$ cat config.mk
export PLATFORM = sky130hd
export DESIGN_NAME = bus_cycle_classifier
export DESIGN_NICKNAME = d
export VERILOG_FILES = /design/src/rtl/bcc_pkg.sv /design/src/rtl/bcc_decide.sv /design/src/rtl/bcc_stage.sv /design/src/rtl/bus_cycle_classifier.sv
export SDC_FILE = /design/constraint.sdc
export NUM_CORES = 1
export LEC_CHECK = 0
export ABC_AREA = 0
export BUFFER_PORTS_ARGS = -buffer_cell sky130_fd_sc_hd__buf_2
export CORE_MARGIN = 3
export CORE_UTILIZATION = 50
export DETAILED_ROUTE_END_ITERATION = 16
export HOLD_SLACK_MARGIN = 0.12
export PLACE_DENSITY = 0.75
export SLEW_MARGIN = 20
export SYNTH_ARGS = -nofsm -noshare
export SYNTH_HDL_FRONTEND = slang
export SYNTH_SLANG_ARGS = --single-unit
$ cat constraint.sdc
create_clock -name clk -period 8.51 [get_ports clk]
set_input_delay 1.2765 -clock clk [delete_from_list [all_inputs] [get_ports clk]]
set_output_delay 1.2765 -clock clk [all_outputs]
set_load 0.02 [all_outputs]
$ cat src/rtl/bcc_pkg.sv
package bcc_pkg;

  typedef enum logic [1:0] {
    CYC_NSEQ  = 2'b00,
    CYC_SEQ   = 2'b01,
    CYC_IDLE  = 2'b10,
    CYC_COPRO = 2'b11
  } cyc_code_e;

  typedef struct packed {
    cyc_code_e   code;
    logic [1:0]  size;
    logic [31:0] addr;
  } bus_beat_t;

  localparam bus_beat_t BEAT_RESET = '{code: CYC_IDLE, size: 2'b00, addr: 32'h0};

  // Address step relation: same, +halfword or +word.
  function automatic logic step_related(input logic [31:0] now_addr,
                                        input logic [31:0] last_addr);
    logic [31:0] diff;
    diff = now_addr - last_addr;
    return (diff == 32'd0) || (diff == 32'd2) || (diff == 32'd4);
  endfunction

  // True when the address sits on the first byte of a page.
  function automatic logic page_origin(input logic [31:0] now_addr,
                                       input int unsigned offset_bits);
    logic [31:0] mask;
    mask = (32'd1 << offset_bits) - 32'd1;
    return (now_addr & mask) == 32'd0;
  endfunction

  // Page number comparison used by checks.
  function automatic logic same_page(input logic [31:0] a,
                                     input logic [31:0] b,
                                     input int unsigned offset_bits);
    return (a >> offset_bits) == (b >> offset_bits);
  endfunction

endpackage

$ cat src/rtl/bcc_decide.sv
module bcc_decide
  import bcc_pkg::*;
#(
  parameter int unsigned PAGE_BYTES = 1024,
  parameter int unsigned ADDR_W     = 32
) (
  input  logic              clk,
  input  logic              rst_n,
  input  logic              xfer,
  input  logic              copro,
  input  logic [ADDR_W-1:0] addr,
  output cyc_code_e         code
);

  localparam int unsigned OFFSET_BITS = $clog2(PAGE_BYTES);

  logic [ADDR_W-1:0] last_addr;
  logic              last_valid;

  // Named internal events
  logic ev_moves_data;
  logic ev_step_ok;
  logic ev_page_cross;
  logic ev_seq;

  assign ev_moves_data = xfer && !copro;
  assign ev_step_ok    = last_valid && step_related(addr, last_addr);
  assign ev_page_cross = (addr != last_addr) && page_origin(addr, OFFSET_BITS);
  assign ev_seq        = ev_moves_data && ev_step_ok && !ev_page_cross;

  always_comb begin
    if (copro)           code = CYC_COPRO;
    else if (!xfer)      code = CYC_IDLE;
    else if (ev_seq)     code = CYC_SEQ;
    else                 code = CYC_NSEQ;
  end

  always_ff @(posedge clk) begin
    if (!rst_n) begin
      last_addr  <= '0;
      last_valid <= 1'b0;
    end else if (ev_moves_data) begin
      last_addr  <= addr;
      last_valid <= 1'b1;
    end
  end

  // a sequential code never spans a page change
  assert_seq_same_page_R5: assert property (@(posedge clk) disable iff (!rst_n)
    (code == CYC_SEQ) |-> same_page(addr, last_addr, OFFSET_BITS));

  // first transfer after reset is nonsequential
  assert_first_nonseq_R6: assert property (@(posedge clk) disable iff (!rst_n)
    (!last_valid && xfer && !copro) |-> (code == CYC_NSEQ));

  // idle and coprocessor slots keep the remembered address
  assert_hold_last_R7: assert property (@(posedge clk) disable iff (!rst_n)
    ((code == CYC_IDLE) || (code == CYC_COPRO)) |=> $stable(last_addr));

endmodule

$ cat src/rtl/bcc_stage.sv
module bcc_stage
  import bcc_pkg::*;
(
  input  logic      clk,
  input  logic      rst_n,
  input  bus_beat_t d,
  output bus_beat_t q
);

  always_ff @(posedge clk) begin
    if (!rst_n) q <= BEAT_RESET;
    else        q <= d;
  end

endmodule

$ cat src/rtl/bus_cycle_classifier.sv
module bus_cycle_classifier
  import bcc_pkg::*;
#(
  parameter int unsigned PAGE_BYTES = 1024,
  parameter int unsigned STAGES     = 2
) (
  input  logic        clk,
  input  logic        rst_n,
  input  logic        pipe_en,
  input  logic        req_xfer,
  input  logic        req_copro,
  input  logic [1:0]  req_size,
  input  logic [31:0] req_addr,
  output logic [1:0]  bus_code,
  output logic [1:0]  bus_size,
  output logic [31:0] bus_addr
);

  cyc_code_e code_now;
  bus_beat_t beat_now;
  bus_beat_t beat_q [STAGES+1];
  bus_beat_t beat_out;

  bcc_decide #(.PAGE_BYTES(PAGE_BYTES), .ADDR_W(32)) u_decide (
    .clk   (clk),
    .rst_n (rst_n),
    .xfer  (req_xfer),
    .copro (req_copro),
    .addr  (req_addr),
    .code  (code_now)
  );

  assign beat_now = '{code: code_now, size: req_size, addr: req_addr};
  assign beat_q[0] = beat_now;

  for (genvar g = 0; g < STAGES; g++) begin : g_stage
    bcc_stage u_stage (
      .clk   (clk),
      .rst_n (rst_n),
      .d     (beat_q[g]),
      .q     (beat_q[g+1])
    );
  end

  // Early output taps the first register, data-aligned the last one.
  assign beat_out = pipe_en ? beat_q[1] : beat_q[STAGES];

  assign bus_code = beat_out.code;
  assign bus_size = beat_out.size;
  assign bus_addr = beat_out.addr;

  logic rst_seen;
  always_ff @(posedge clk) begin
    if (!rst_n) rst_seen <= 1'b0;
    else        rst_seen <= 1'b1;
  end

  // data-aligned output is the early output one clock later
  assert_late_follows_early_R8: assert property (@(posedge clk) disable iff (!rst_n)
    rst_seen |-> (beat_q[STAGES] == $past(beat_q[STAGES-1])));

  // reset shows an internal cycle
  assert_reset_idle_R10: assert property (@(posedge clk)
    !rst_n |=> (bus_code == CYC_IDLE) && (bus_addr == 32'h0));

  // coprocessor flag always yields the coprocessor code
  assert_copro_code_R2: assert property (@(posedge clk) disable iff (!rst_n)
    req_copro |=> (beat_q[1].code == CYC_COPRO));

endmodule

# Word level (Yosys, flattened, before mapping)
# Cells that the tools add are included.
[word_totals]
regBits = 105
inputBits = 39
output_inout_bits = 36
elab_cells = 31
[classes]
n_addsub = 1
eq_ne = 3
muxes = 4
n_bitwise = 2
n_reduce_logical = 12
[ops]
columns = ["operator", "count"]
rows = [
  ["$logic_not A32 Y1", 2],
  ["$mux W36", 1],
  ["$eq A32 B2 Y1 const B", 1],
  ["$eq A32 B3 Y1 const B", 1],
  ["$ne A32 B32 Y1", 1],
  ["$sub A32 B32 Y32", 1],
  ["$logic_and A1 B1 Y1", 5],
  ["$mux W1", 3],
  ["$reduce_or A3 Y1", 1],
  ["$logic_not A1 Y1", 2],
  ["$logic_or A1 B1 Y1", 2],
  ["$not A1 Y1", 2],
]

# Longest topological paths before layout
# Gate-level depths: netlist of run 1.
[logic_depth]
word_depth = 10
ltp_mapped = 13
depth_no_buf = 12

# Cells and area by module
# A second synthesis of run 1 with hierarchy kept.
[unflattened]
hier_cells = 652
area_unflattened_um2 = 5913.2
[by_module_without_submodules]
columns = ["mod", "n_inst", "cells_per_inst", "area_each_um2", "seq_area_each_um2"]
rows = [
  ["bcc_decide", 1, 462, 3311.9, 660.6],
  ["bcc_stage", 2, 75, 1006.0, 720.7],
  ["bus_cycle_classifier", 1, 40, 589.3, 0.0],
]

# Least setup slack after synthesis of run 1
# Ideal clock, no wire load.
[synth_timing]
kind = "input port to flip-flop"
from = "input port req_addr[5]"
to = "register g_stage[0].u_stage.q[34] (netlist name)"
setup_time_ns = 0.084
t_arrival_ns = 3.641
required_ns = 8.426
path_slack_ns = 4.784
path_stages = 11
path_buffers = 1
cell_sequence = "ha_1 > buf_6 > a211o_1 > a32o_2 > a31oi_4 > a2111oi_2 > o41a_1 > a2111o_1 > nor4_2 > nand4_1 > o31ai_2"
[synth_between]
elab_chain_len = 10
elab_cells_between_ends = 16
classes_between = "1 x add/sub; 3 x eq/ne; 3 x mux; 9 x reduce/logical"
[synth_lines]
columns = ["item", "line_no", "source"]
rows = [
  ["start: declaration", "bus_cycle_classifier.sv:13", "input logic [31:0] req_addr,"],
  ["$sub A32 B32 Y32", "bcc_pkg.sv:22", "diff = now_addr - last_addr;"],
  ["$eq A32 B2 Y1 / $logic_not A32 Y1 (equally long branches)", "bcc_pkg.sv:23", "return (diff == 32'd0) || (diff == 32'd2) || (diff == 32'd4);"],
  ["$logic_or A1 B1 Y1 (2 in series)", "bcc_pkg.sv:23", ""],
  ["$logic_and A1 B1 Y1", "bcc_decide.sv:27", "assign ev_step_ok = last_valid && step_related(addr, last_addr);"],
  ["$logic_and A1 B1 Y1", "bcc_decide.sv:29", "assign ev_seq = ev_moves_data && ev_step_ok && !ev_page_cross;"],
  ["$logic_and A1 B1 Y1 *", "bcc_decide.sv:29", ""],
  ["$mux W1 *", "bcc_decide.sv:34", "else if (ev_seq) code = CYC_SEQ;"],
  ["$mux W1 *", "bcc_decide.sv:33", "else if (!xfer) code = CYC_IDLE;"],
  ["$mux W1 *", "bcc_decide.sv:32", "if (copro) code = CYC_COPRO;"],
  ["end signal: assignment", "bcc_stage.sv:11", "if (!rst_n) q <= BEAT_RESET;"],
  ["end signal: assignment", "bcc_stage.sv:12", "else q <= d;"],
  ["end: declaration", "bcc_stage.sv:7", "output bus_beat_t q"],
]
# Every way passes the cells marked *; elsewhere a longest branch is shown, timed or not.
# A chain may end at the register's enable or synchronous reset.

# Worst setup path in the final report of run 1
[layout_timing]
from = "input port req_addr[13]"
to = "register g_stage[0].u_stage.q[34] (netlist name)"
# Same word-level chain as after synthesis.

==> summary.md, run 1 <==
| Metric | Value |
|---|---|
| Critical path launch point type | `input port` |
| Tightest Hold Check Type | `reg2reg` |
| Hold_sp | `g_stage[0].u_stage.q[35]` |
| Status | `completed` |
| Mapped Cells | `661` |
| FF-to-FF Start | `u_decide.last_addr[13]` |
| Post-CTS setup buffer count | `0` |
| Metal1 wirelength | `6.18 mm` |
| Area delta synth->final | `11.9%` |
| Sw frac | `29.8%` |
| Post-DR wirelength/cell | `15.6 um` |
| All-Layer GR Usage | `21.7%` |
| WL met2 | `6.22 mm` |
| Initial DRT Pass Iterations | `5` |
| Largest net degree at the start of global routing | `107` |
| Int Pwr | `0.815 mW` |
| Setup TNS | `0 ns` |
| Setup Skew | `0.00753 ns` |
| Skew-Pair Late Insertion Delay | `0.36 ns` |
| Final Slew Violations | `0` |
| Detailed-route via count | `4840` |
| Fmax | `246 MHz` |
| Seq cells post-synth | `105` |
| Number of port buffers | `74` |
| Initial Util | `52.0%` |
| CTS Buffer Depth | `2` |
| ANT cells | `0` |
| RSZ-0062 raised after global routing | `false` |
| Worst-Margin Slew | `0.872 ns` |
| Count of cell types in the netlist | `72` |
| Reg power frac | `45.0%` |
| # IOs | `75` |
| Slew margin rel. | `41.9%` |
| Critical path class | `in2reg` |
| Half-perimeter wire length after placement | `9.82 mm` |
| Post-synth EDFFs | `0` |
| Synthesized cell area | `5740 um2` |
| Layout cells sized above 1 | `20.4%` |
| Detail Route Antenna Nets | `0` |
| Slowest CP cell | `a2111oi_0` |
| Die H | `113 um` |
| Maxcap violations | `0` |
| Mapped Nets | `731` |
| Core area | `11000 um2` |
| Layout net count | `784` |
| Worst Setup SP | `req_addr[13]` |
| Number of global-route vias before repair | `4572` |
| Fill count | `1006` |
| Sequential area share after synthesis | `36.6%` |
| DRT iter0 DRCs | `316` |
| Area after DPL | `6140 um2` |
| Crit-path leading delay family | `compound AO/OA/AOI/OAI gates` |
| CTS buffer count | `9` |
| CTS resizes | `0` |
| Final setup vio count | `0` |
| Share of flip-flops with an asynchronous set or reset | `0%` |
| GR Overflow Total | `0` |
| Root Driver | `clkbuf_16` |
| Power density cells | `181 nW/um2` |
| CP max FO | `9` |
| WHS | `0.445 ns` |
| Gp weighted congestion | `0.941` |
| Synth Area per Inst | `8.68 um2` |
| Fin crit share | `47.8%` |
| CP max stage delay | `0.50 ns` |
| Initial antenna violation count | `0` |
| FP Rows | `38` |
| Net switching power | `0.347 mW` |
| Cell area after layout | `6420 um2` |
| Clock power frac | `33.5%` |
| First-pass GRT wire length | `22.5 mm` |
| Vias/cell | `5.63` |
| Comb pwr share | `21.5%` |
| Worst EP required | `8.79 ns` |
| Worst Path Arrival | `4.35 ns` |
| Total die area | `12800 um2` |
| Peak VDD IR | `168 uV` |
| Final routed DRC violation total | `0` |
| Worst path bufs/invs | `1` |
| CP Capture Type | `register` |
| Crit path cell chain | `buf_2 -> ha_1 -> a21oi_2 -> nor3_1 -> a2111oi_0 -> o2111ai_1 -> a2111oi_0 -> nand4_1 -> a2111o_1 -> nor4_2 -> nand4_1 -> o31ai_2` |
| Routed WL | `13.4 mm` |
| Fin. Hold Viols | `0` |
| Die X | `113 um` |
| CTS sink cnt | `105` |
| Top sig layer | `met4` |
| CTS tree | `yes` |
| # hold bufs at CTS | `0` |
| Met3 routed WL | `746 um` |
| Tmin final | `4.07 ns` |
| Leakage | `2.65 nW` |
| H-tree levels | `3` |
| Predominant post-synthesis flop cell | `dfxtp_1` |
| Yosys warns | `0` |
| Worst-path clk slew | `0.07 ns` |
[stage by stage]
| stage | setup slack, ns | util (%) | power, mW | instances |
|---|---|---|---|---|
| after floorplan | 4.78 | - | 0.715 | 661 |
| after global routing | 4.23 | 58.2 | 1.22 | 859 |
| final | 4.44 | 58.2 | 1.16 | 859 |
| after detailed placement | 4.15 | 55.7 | 0.782 | 843 |
| after global placement | 4.04 | 55.7 | 0.779 | 843 |
| after CTS | 4.50 | 58.2 | 1.18 | 859 |
[routing by layer]
layer  GRT usage [%]  vias up
met5               0        -
met1            28.1     2259
met4            7.45        0
met3            5.19       17
met2            35.5      149
li1                -     2415
[power by group through the flow]
stage               Sequential (mW)  Combinational [mW]  Clock, mW
finish                        0.523               0.249      0.389
global route                  0.525               0.276      0.421
CTS                           0.523               0.249      0.406
detailed placement            0.534               0.247          0
global placement              0.533               0.246          0
floorplan                     0.531               0.184          0
[registers in the layout, summed over array words and instances (netlist names)]
name                 count
g_stage.u_stage.q       72
u_decide.last_addr      32
u_decide.last_valid      1
[logic make-up after synthesis]
kind of cell / synth area share, %
buf+inv: 5.78
compound gates: 20.5
flops: 36.6
simple gates: 21.7
mux: 7.44
xor+xnor: 1.22
fa+ha+maj: 6.76
[placed cells by master (no fill, tap or decap), types with 14 or more instances in the layout]
master | Yosys | final
mux2_2 | 37 | 37
o21ai_0 | 19 | 19
dfxtp_1 | 105 | 105
ha_1 | 31 | 31
nand2_1 | 86 | 86
a21boi_0 | 33 | 33
inv_1 | 45 | 45
buf_2 | 6 | 74
nor2_1 | 24 | 24
and2_1 | 71 | 71
a21oi_1 | 26 | 26
nand4_1 | 14 | 14
[final cells by class]
cell class	instances	area [um2]	area share, %
Multi-Input combinational cell	476	3310	51.5
Timing Repair Buffer	76	385	6.00
Clock buffer	9	225	3.51
Clock inverter	7	55.1	0.857
Tap cell	140	175	2.73
Inverter	46	173	2.69
Sequential cell	105	2100	32.7
[worst register-to-register path, delay by kind of cell, from the launching register on]
kind / cells / cell delay, ns
compound gates: 6 / 1.92
simple gates: 4 / 0.60
fa+ha+maj: 1 / 0.40
flops: 1 / 0.33
buf+inv: 1 / 0.04
[synthesized netlist by cell type (all sizes together) (4+ instances only)]
cell type	number	share of area (%)
inv	46	3.0
o2111ai	4	0.61
clkbuf	23	1.5
nor2b	4	0.44
nand4	14	1.5
xnor2	4	0.61
a31oi	4	0.70
a211oi	7	0.92
a21o	9	1.2
nand2b	5	0.68
buf	11	1.2
nor2	24	1.6
o21ai	19	1.7
ha	31	6.8
nor3	10	0.87
a21oi	29	2.9
a2111oi	5	0.98
mux2	37	7.3
and2	71	7.7
nand3	11	0.96
dfxtp	105	37
a21boi	33	4.3
xor2	4	0.61
a211o	4	0.63
nand2	86	5.6
o21a	8	1.0
[final timing paths]
path                                                 end  slack, ns  cells after the start
worst max register to register  g_stage[0].u_stage.q[34]       5.13                     12
worst max-delay path            g_stage[0].u_stage.q[34]       4.44                     12
worst min-delay path            g_stage[1].u_stage.q[35]       0.44                      1
worst min register to register  g_stage[1].u_stage.q[35]       0.44                      1
Note: power is estimated with default switching activity, not from simulation.
==> inputs of run 2 (changes only) <==
Settings changed: PLACE_DENSITY 0.75 to 0.77.
Clock period 8.51 ns to 3.6 ns, I/O delays scaled along.
==> run 2 against run 1 <==
- via count is 0.68% higher
- sequential share of layout area decreased by 0.55 points
- utilization up 0.99 points
- combinational power is 140% higher
- global-route usage increased by 0.37 points
- setup slack got worse by 4.3 ns
- highest routed layer unchanged
- first-iteration DRC count is 0.32% lower
- count of clock-buffer cells in the layout rose by 2
- hold slack got worse by 0.038 ns
==> summary.md, run 2 (synthesis gave the netlist of run 1 again) <==
| Metric | Value |
|---|---|
| Initial DRT Pass Iterations | `5` |
| RSZ-0062 raised after global routing | `false` |
| Multi-input combinational cell area | `3310 um2` |
| Number of global-route vias before repair | `4824` |
| Detailed-route via count | `4873` |
| Layout net count | `797` |
| CTS Buffer Depth | `2` |
| Register bank with the most flops | `g_stage.u_stage.q` |
| Detail Route Antenna Nets | `0` |
| Clock power frac | `33.9%` |
| Most frequent cells in the layout | `105 x dfxtp_1, 86 x nand2_1, 74 x buf_2` |
| H-tree levels | `3` |
| Die X | `113 um` |
| Gp weighted congestion | `0.916` |
| Commonest non-fill, non-tap cell in the layout | `dfxtp_1` |
| Layout cells sized above 1 | `21.9%` |
| Number of port buffers | `74` |
| CTS buffer count | `9` |
| Status | `completed` |
| Post-CTS setup buffer count | `0` |
| ANT cells | `0` |
| GR Overflow Total | `0` |
| Root Driver | `clkbuf_16` |
| Final Slew Violations | `0` |
| Die H | `113 um` |
| Initial Util | `52.0%` |
| Fin. Hold Viols | `0` |
| CTS tree | `yes` |
| Net switching power | `0.818 mW` |
| CTS resizes | `0` |
| Largest net degree at the start of global routing | `106` |
| Worst-Margin Slew | `0.889 ns` |
| Reg power frac | `44.3%` |
| Critical path launch point type | `register` |
| Maxcap violations | `0` |
| Routed WL | `13.8 mm` |
| All-Layer GR Usage | `22.0%` |
| Setup Skew | `0.00592 ns` |
| Vias/cell | `5.59` |
| Worst EP required | `3.87 ns` |
| Core area | `11000 um2` |
| Int Pwr | `1.97 mW` |
| Tmin final | `3.41 ns` |
| CP max FO | `9` |
| Worst-path clk slew | `0.07 ns` |
| Fill count | `1007` |
| Worst slack, placed | `-0.0229 ns` |
| Leakage | `2.72 nW` |
| # hold bufs at CTS | `0` |
| First-pass GRT wire length | `23.2 mm` |
| Total die area | `12800 um2` |
| Largest register FFs | `72` |
| Worst Path Arrival | `3.68 ns` |
| FF/Latch Area | `2100 um2` |
| Skew-Pair Late Insertion Delay | `0.35 ns` |
| Power density cells | `428 nW/um2` |
| Critical path class | `reg2reg` |
| Peak VDD IR | `367 uV` |
| Comb pwr share | `21.9%` |
| Final routed DRC violation total | `0` |
| Half-perimeter wire length after placement | `10.3 mm` |
| Sw frac | `29.3%` |
| Fin crit share | `94.8%` |
| Area delta synth->final | `13.8%` |
| Tightest Hold Check Type | `in2reg` |
| CTS sink cnt | `105` |
| Post-DR wirelength/cell | `15.8 um` |
| Registers with the most flip-flops | `g_stage.u_stage.q: 72 flops, u_decide.last_addr: 32 flops, u_decide.last_valid: 1 flops` |
| Slew margin rel. | `40.7%` |
| PnR worst setup slack | `0.188 ns` |
| CP Capture Type | `register` |
| Total power | `2.79 mW` |
| Final setup vio count | `0` |
| Fmax | `293 MHz` |
| FP Rows | `38` |
| Initial antenna violation count | `0` |
| # IOs | `75` |
| DRT iter0 DRCs | `315` |
run 2: cell count changes in the layout (fill, tap and decap cells not counted):
cell      previous run  this run
inv_8                1         0
clkbuf_8             0         2
buf_4                2        15
clkinv_2             2         1
run 2: final timing paths:
check / startpoint / end / slack, ns / depth (start not counted)
hold reg to reg: g_stage[0].u_stage.q[35] / g_stage[1].u_stage.q[35] / 0.44 / 1
setup reg to reg: u_decide.last_addr[13] / g_stage[0].u_stage.q[34] / 0.19 / 12
hold / removal: req_size[0] / g_stage[0].u_stage.q[32] / 0.41 / 2
setup / recovery: u_decide.last_addr[13] / g_stage[0].u_stage.q[34] / 0.19 / 12
run 2: worst max-delay path, stage by stage, from the launching register on:
cell and delay (ns):
dfxtp_1 0.33, inv_1 0.05, ha_1 0.40, a21oi_2 0.25, nor3_1 0.11, a2111oi_0 0.48
o2111ai_1 0.19, a2111oi_0 0.52, nand4_1 0.21, a2111o_1 0.34, nor4_2 0.15, nand4_1 0.14
o31ai_2 0.17
run 2: final cells by class:
| class | count | area share (%) |
|---|---|---|
| clock buffers | 11 | 3.87 |
| repair buffers | 89 | 7.40 |
| multi-input cells | 476 | 50.6 |
| inverters | 46 | 2.64 |
| clock inverters | 5 | 0.594 |
| flip-flops and latches | 105 | 32.2 |
| well taps | 140 | 2.68 |
run 2: layer usage:
layer	up-vias	GRT usage [%]	part of all wire [%]
li1	2441	-	-
met1	2298	29.4	48
met2	119	36.6	46
met3	15	4.06	4.7
met4	0	6.41	1.4
met5	-	0	0
run 2: stage by stage:
| stage | setup TNS, ns | cell area, um2 | instances | hold WS [ns] | util [%] |
|---|---|---|---|---|---|
| final | 0 | 6530 | 872 | 0.407 | 59.2 |
| after global routing | 0 | 6530 | 872 | 0.403 | 59.2 |
| after CTS | 0 | 6530 | 872 | 0.399 | 59.2 |
| after detailed placement | -0.0229 | 6240 | 856 | 0.423 | 56.6 |
| after global placement | -0.0316 | 6240 | 856 | 0.415 | 56.6 |
| after floorplan | 0 | 5740 | 661 | 0.405 | - |
run 2: power by group through the flow:
stage / clock (mW) / sequential, mW / combinational, mW
2_1_floorplan: 0 / 1.26 / 0.435
3_3_place_gp: 0 / 1.26 / 0.599
3_5_place_dp: 0 / 1.26 / 0.603
4_1_cts: 0.970 / 1.24 / 0.607
5_1_grt: 1.00 / 1.24 / 0.675
6_report: 0.946 / 1.24 / 0.610
